==> src/rtl/wdt_pkg.sv <==
package wdt_pkg;
  // Strobes from control to datapath
  typedef struct packed {
    logic       restart;  // start or service: zero the count, load interval
    logic       run;      // watchdog running and no reset event this cycle
    logic [1:0] sel;      // interval to load on restart
  } wdtStrobe_t;

  localparam int CTL_BIT = 2;
  localparam logic [2:0] WO_READ = 3'b111;
endpackage

==> src/rtl/wdt_dp.sv <==
module wdt_dp
  import wdt_pkg::*;
#(
  parameter int TB_W = 19,
  parameter int TAP0 = 11,
  parameter int TAP1 = 13,
  parameter int TAP2 = 15,
  parameter int TAP3 = 18
) (
  input  logic            clk,
  input  logic            porRstN,
  input  logic [TB_W-1:0] tbCount,
  input  wdtStrobe_t      ctl,
  output logic            wdtPulse
);
  localparam int NTAP = 4;
  localparam int TAP_IDX [NTAP] = '{TAP0, TAP1, TAP2, TAP3};

  logic [NTAP-1:0] tapVec;
  logic [1:0]      actSel;
  logic [1:0]      edgeCnt;
  logic            tapPrev;
  logic            pend;
  logic            tap;
  logic            rise;
  logic            fall;

  for (genvar i = 0; i < NTAP; i++) begin : g_tap
    assign tapVec[i] = tbCount[TAP_IDX[i]];
  end

  logic unusedTb;
  assign unusedTb = ^tbCount;

  assign tap  = tapVec[actSel];
  assign rise = tap & ~tapPrev;
  assign fall = ~tap & tapPrev;

  always_ff @(posedge clk or negedge porRstN) begin
    if (!porRstN) begin
      actSel   <= 2'b11;
      edgeCnt  <= '0;
      tapPrev  <= 1'b0;
      pend     <= 1'b0;
      wdtPulse <= 1'b0;
    end else begin
      wdtPulse <= 1'b0;
      if (ctl.restart) begin
        actSel  <= ctl.sel;
        edgeCnt <= '0;
        pend    <= 1'b0;
        tapPrev <= tapVec[ctl.sel];
      end else begin
        tapPrev <= tap;
        if (!ctl.run) begin
          edgeCnt <= '0;
          pend    <= 1'b0;
        end else if (rise) begin
          edgeCnt <= edgeCnt + 2'd1;
          if (edgeCnt == 2'd3) pend <= 1'b1;
        end else if (fall && pend) begin
          wdtPulse <= 1'b1;
          pend     <= 1'b0;
          edgeCnt  <= '0;
        end
      end
    end
  end
endmodule

==> src/rtl/wdt_ctrl.sv <==
module wdt_ctrl
  import wdt_pkg::*;
(
  input  logic       clk,
  input  logic       porRstN,
  input  logic       extRstReq,
  input  logic       swRstReq,
  input  logic       regWr,
  input  logic [7:0] regWdata,
  input  logic       regRd,
  input  logic       wdtPulse,
  output wdtStrobe_t ctl,
  output logic [7:0] regRdata
);
  logic running;
  logic halt;
  logic ctlWrite;
  logic porFlag, wdtFlag, extFlag, swFlag;

  logic unusedWd;
  assign unusedWd = ^regWdata[7:3];

  assign halt     = extRstReq | swRstReq | wdtPulse;
  assign ctlWrite = regWr & ~regWdata[CTL_BIT];

  assign ctl.restart = ctlWrite & ~halt;
  assign ctl.run     = running & ~halt;
  assign ctl.sel     = regWdata[1:0];

  always_ff @(posedge clk or negedge porRstN) begin
    if (!porRstN) begin
      running <= 1'b0;
      porFlag <= 1'b1;
      wdtFlag <= 1'b0;
      extFlag <= 1'b0;
      swFlag  <= 1'b0;
    end else begin
      if (halt)          running <= 1'b0;
      else if (ctlWrite) running <= 1'b1;
      porFlag <= porFlag & ~regRd;
      wdtFlag <= wdtPulse  | (wdtFlag & ~regRd);
      extFlag <= extRstReq | (extFlag & ~regRd);
      swFlag  <= swRstReq  | (swFlag  & ~regRd);
    end
  end

  assign regRdata = {porFlag, 1'b0, wdtFlag, extFlag, swFlag, WO_READ};
endmodule

==> src/rtl/wdt_cause_top.sv <==
module wdt_cause_top
  import wdt_pkg::*;
#(
  parameter int TB_W = 19,
  parameter int TAP0 = 11,
  parameter int TAP1 = 13,
  parameter int TAP2 = 15,
  parameter int TAP3 = 18
) (
  input  logic            clk,
  input  logic            porRstN,
  input  logic            extRstReq,
  input  logic            swRstReq,
  input  logic [TB_W-1:0] tbCount,
  input  logic            regWr,
  input  logic [7:0]      regWdata,
  input  logic            regRd,
  output logic [7:0]      regRdata,
  output logic            wdtRstReq
);
  wdtStrobe_t ctl;

  wdt_ctrl u_ctrl (
    .clk       (clk),
    .porRstN   (porRstN),
    .extRstReq (extRstReq),
    .swRstReq  (swRstReq),
    .regWr     (regWr),
    .regWdata  (regWdata),
    .regRd     (regRd),
    .wdtPulse  (wdtRstReq),
    .ctl       (ctl),
    .regRdata  (regRdata)
  );

  wdt_dp #(
    .TB_W (TB_W), .TAP0 (TAP0), .TAP1 (TAP1), .TAP2 (TAP2), .TAP3 (TAP3)
  ) u_dp (
    .clk      (clk),
    .porRstN  (porRstN),
    .tbCount  (tbCount),
    .ctl      (ctl),
    .wdtPulse (wdtRstReq)
  );
endmodule

==> config.mk <==
export PLATFORM = sky130hd
export DESIGN_NAME = wdt_cause_top
export DESIGN_NICKNAME = d
export VERILOG_FILES = /design/src/rtl/wdt_pkg.sv /design/src/rtl/wdt_dp.sv /design/src/rtl/wdt_ctrl.sv /design/src/rtl/wdt_cause_top.sv
export SDC_FILE = /design/constraint.sdc
export NUM_CORES = 1
export LEC_CHECK = 0
export ABC_CLOCK_PERIOD_IN_PS = 1900
export BUFFER_PORTS_ARGS = -buffer_cell sky130_fd_sc_hd__buf_4
export CORE_ASPECT_RATIO = 0.9
export CORE_MARGIN = 4
export CORE_UTILIZATION = 40
export DETAILED_ROUTE_END_ITERATION = 8
export PLACE_DENSITY_LB_ADDON = 0.2
export SYNTH_ARGS = -nofsm -noshare
export SYNTH_HDL_FRONTEND = slang
export SYNTH_HIERARCHICAL = 1
export SYNTH_SLANG_ARGS = --single-unit
export TNS_END_PERCENT = 100
==> constraint.sdc <==
create_clock -name clk -period 1.9 [get_ports clk]
set_clock_uncertainty 0.15 [all_clocks]
set_input_delay 0 -clock clk [delete_from_list [all_inputs] [get_ports clk]]
set_output_delay 0 -clock clk [all_outputs]
set_load 0.05 [all_outputs]
Word level (Yosys, flattened, before mapping)
Index checks and enable logic that the tools add are counted.
- $add $sub $neg: 1
- $mul: 0
- div/mod/pow operators: 0
- order comparisons: 2
- eq/ne operators: 3
- shift operators: 0
- mux-type cells: 20
- bitwise operators: 19
- reductions and logical operators: 3
- operator list (operator ; count):
    1-bit two-way mux ; 14
    1-bit AND ; 9
    2-bit two-way mux ; 4
    4-bit inequality test, second input constant ; 2
    2-bit by 3-bit less-than comparator with 1-bit output, second input constant ; 2
    1-bit inverter ; 5
    1-bit bitwise OR ; 5
    1-bit binary-select mux with 2-bit select ; 2
    2-bit by 1-bit adder with 2-bit output, second input constant ; 1
    2-bit equality test, second input constant ; 1
    2-bit AND reduction ; 1
    2-bit nonzero test ; 1
    1-bit logical AND ; 1
- flip-flop bits (word level): 12
- latch bits: 0
- memory bits (writable): 0
- ROM bits: 0
- input bits: 33
- logic and storage cells: 58
- memories: 0

Longest topological paths before layout
- depth in word-level cells: 9
- mapped depth: 5

Hierarchy
Netlist, hierarchy kept.
- modules (own cells, without submodules) (module ; instances ; cells an instance ; area each (µm²) ; sequential area each (µm²)):
    wdt_dp ; 1 ; 28 ; 365.4 ; 177.7
    wdt_ctrl ; 1 ; 27 ; 279.0 ; 126.4

Worst setup path after synthesis
OpenSTA, ideal clock, no wires.
- path kind: reg2reg
- start point: register u_dp.actSel[0]
- end point: register u_dp.edgeCnt[1]
- library setup time: 0.073 ns
- arrival time: 1.422 ns
- required time: 1.677 ns
- slack: 0.255 ns
- cell stages (with the launch flop): 4
- path buffers: 0
- path through: dfstp_2 > mux4_2 > a21bo_1 > a21oi_2
- longest elaborated chain between the ends: 6
- RTL lines (element ; line ; source):
    start, declared ; wdt_dp.sv:20 ; logic [1:0] actSel;
    start signal, assigned ; wdt_dp.sv:49 ; actSel <= ctl.sel;
    1-bit binary-select mux with 2-bit select * ; wdt_dp.sv:35 ; assign tap = tapVec[actSel];
    1-bit two-way mux (not written as such) * ; wdt_dp.sv:35 ;
    1-bit AND or 1-bit inverter (tied branches) ; wdt_dp.sv:36, wdt_dp.sv:37 ;
    2-bit two-way mux or 1-bit AND (tied branches) ; wdt_dp.sv:58, wdt_dp.sv:37 ;
    2-bit two-way mux or 1-bit logical AND (tied branches) ; wdt_dp.sv:55, wdt_dp.sv:61 ;
    2-bit two-way mux or 4-bit inequality test (tied branches) ; - ;
    end signal, assigned ; wdt_dp.sv:59 ; edgeCnt <= edgeCnt + 2'd1;
    end, declared ; wdt_dp.sv:21 ; logic [1:0] edgeCnt;
Every way passes the cells marked *; elsewhere a longest branch is shown, timed or not. The select of a mux whose other input is x is not followed.
A chain may end at the register's enable or synchronous reset.

Final worst setup path
Ends and elaborated chain as after synthesis.

==> metrics.yaml <==
worst_setup_path:
  cp_max_fo: 9
  rrSetupSlack_ns: 0.18
  reg2regPathDepth: 3
  reg2reg_to: "u_dp/edgeCnt[1]"
  path_cells: "mux4_2, a21bo_1, a21oi_2"
  cpMaxStageDelayCell: "mux4_2"
  cp.required_ns: 1.95
  crit_path_end_kind: "flop"
  cp_slowest_stage_delay_ns: 0.60
  cp-start-kind: "flop"
  critPathKind: "reg2reg"
  cp_data_arrival_time_ns: 1.77
  reg2reg_from: "u_dp/actSel[0]"
floorplan:
  initial_core_util: 0.435
  ioPinCount: 42
  core.rowCount: 13
  fp.dieW_um: 50.3
  die_y_um: 46.1
  dieArea_mm2: 0.00232
  core-area_mm2: 0.00148
status:
  status: "finished clean"
synth:
  synthArstFlopShare: 1.00
  synthesis.instances: 55
  synthTopCellsByCount: "buf_4, dfrtp_1"
  synthFlopType: "dfrtp_1"
  synthTopCellsByArea: "dfrtp_1, dfstp_2, buf_4"
  synth_area_um2: 644
  yosys_warnings: 6
  ys_ff_latch: 12
  yosysMostFrequentCell: "buf_4"
  synth_top_area_frac: 0.350
  syn_area_per_cell_um2: 11.7
  ys_types: 23
  seq_area_frac_synth: 0.472
  synth_edf_count: 0
  synth_top_area_cell: "dfrtp_1"
sta:
  fmax_mhz: 582
  finalMaxSlewViolations: 0
  rsz0062_at_grt: "no"
  post-route-period-util: 0.905
  setup_viol: 0
  worst_slack_ns: 0.181
  period_needed_ns: 1.72
  fin_setup_tns_ns: 0
  final_hold_viol_count: 0
finish:
  nets: 112
  area_growth_pct: 33.2
  layout-drive-gt1-share: 0.429
  fill_cells: 129
  multiInputGateArea_um2: 262
  regArea_um2: 304
  antennaDiodeCount: 0
placed_design:
  dpl.hpwl_um: 787
  finalWeightedCongestion: 0.738
  dpl_worst_slack_ns: 0.183
  portBuffers: 17
hold_path:
  whs_endpoint: "u_dp/tapPrev"
  hp-class: "in2reg"
  hold_depth: 3
  min_from: "tbCount[18]"
clock_network:
  cts_buffers: 3
  post_cts_buffers: 0
  clk_pin_slew_ns: 0.07
  cts_hold_buf: 9
  cts-resized-gates: 0
  cts_buffer_depth: 2
  clk_latency_ns: 0.27
  root_buffer: "clkbuf_4"
  clkSinkCount: 12
  htree_levels: 1
  cts_tree: "yes"
drt:
  vias: 455
  drc_errors: 0
  ant_nets: 0
  drt_iter0_markers: 3
  routed_wirelength_um: 1120
  via_per_inst: 4.60
  wl_per_cell_um: 11.3
  first_pass_iters: 3
grt:
  grt_pass1_vias: 439
  track_usage: 0.121
  overflow: 0
  grt_max_degree: 10
  grt_pass1_wl_um: 1940
  antenna_found_initial: 0
pwr:
  finalPower_uw: 627
  ir_drop_uv: 447
  p_leak_nw: 0.401
  p_per_area_mw_per_mm2: 731
job:
  drv_cap: 0
==> cell usage in the layout (no fill, tap or decap) <==
master	count
clkbuf_8	1
conb_1	4
buf_4	17
inv_1	3
mux2_2	3
dlygate4sd3_1	9
nand3_1	3
dfrtp_1	9
dfstp_2	3
a21boi_0	1
nor4b_2	1
o21ai_0	1
nor3_2	1
o21ai_1	1
ha_1	1
o21a_1	1
a21bo_1	1
a21o_1	3
a21oi_1	1
and2_1	2
nor2b_1	3
mux4_2	2
nand2_1	1
a21oi_2	1
clkbuf_4	3
a21o_2	1
==> kinds of logic (layout without fill, tap and decap cells) <==
group / Yosys count / count (layout) / share of synthesized area
buf+inv: 13 / 33 / 0.134
flops: 12 / 12 / 0.472
compound gates: 11 / 11 / 0.124
simple gates: 11 / 11 / 0.116
mux: 5 / 5 / 0.122
other cells: 2 / 4 / 0.0117
fa+ha+maj: 1 / 1 / 0.0194
==> layout make-up <==
type | instances | area share
flip-flops and latches | 12 | 0.354
well taps | 22 | 0.0321
inverters | 3 | 0.0131
clock buffers | 4 | 0.0423
multi-input cells | 32 | 0.305
repair buffers | 26 | 0.254
==> layer usage <==
| layer | wire length, µm | share of wire | vias to the layer above | track usage |
|---|---|---|---|---|
| met5 | 0 | 0 | - | 0 |
| met1 | 444 | 0.40 | 216 | 0.132 |
| met3 | 95 | 0.085 | 2 | 0.0583 |
| met4 | 10 | 0.0089 | 0 | 0.0484 |
| li1 | - | - | 220 | - |
| met2 | 567 | 0.51 | 17 | 0.206 |
==> through the flow <==
| stage | cells | hold WS [ns] | util | cell area [µm²] |
|---|---|---|---|---|
| 2_1_floorplan | 57 | -0.446 | - | 652 |
| 3_3_place_gp | 86 | -0.303 | 0.495 | 732 |
| 3_5_place_dp | 86 | -0.303 | 0.495 | 732 |
| 4_1_cts | 99 | 0.0246 | 0.580 | 858 |
| 5_1_grt | 99 | 0.0296 | 0.580 | 858 |
| 6_report | 99 | 0.0378 | 0.580 | 858 |
==> report_power, final <==
group | internal (mW) | leakage [nW] | switching, mW
clock | 0.116 | 0.0210 | 0.0803
sequential | 0.281 | 0.148 | 0.0106
combinational | 0.0636 | 0.232 | 0.0755
==> state kept, by name, indices dropped and copies added (netlist names) <==
register	count
u_ctrl/extFlag	1
u_dp/pend	1
u_dp/edgeCnt	2
u_dp/actSel	2
u_ctrl/porFlag	1
u_ctrl/wdtFlag	1
u_ctrl/swFlag	1
u_dp/tapPrev	1
u_ctrl/running	1
u_dp/wdtPulse	1
==> worst max-delay path, delay by kind of cell, from the launching register on <==
family	cells	cell delay (ns)
AO/OA/AOI/OAI	2	0.37
multiplexers	1	0.60
flip-flops	1	0.54
==> worst max path at each step <==
| stage | from | endpoint | depth (start not counted) |
|---|---|---|---|
| 2_1_floorplan | u_dp/actSel[0] | u_dp/edgeCnt[1] | 3 |
| 3_3_place_gp | u_dp/actSel[0] | u_dp/edgeCnt[0] | 3 |
| 3_5_place_dp | u_dp/actSel[0] | u_dp/edgeCnt[0] | 3 |
| 4_1_cts | u_dp/actSel[0] | u_dp/edgeCnt[0] | 3 |
| 5_1_grt | u_dp/actSel[0] | u_dp/edgeCnt[0] | 3 |
| 6_report | u_dp/actSel[0] | u_dp/edgeCnt[1] | 3 |
No activity file was read; power rests on OpenSTA's default activity.
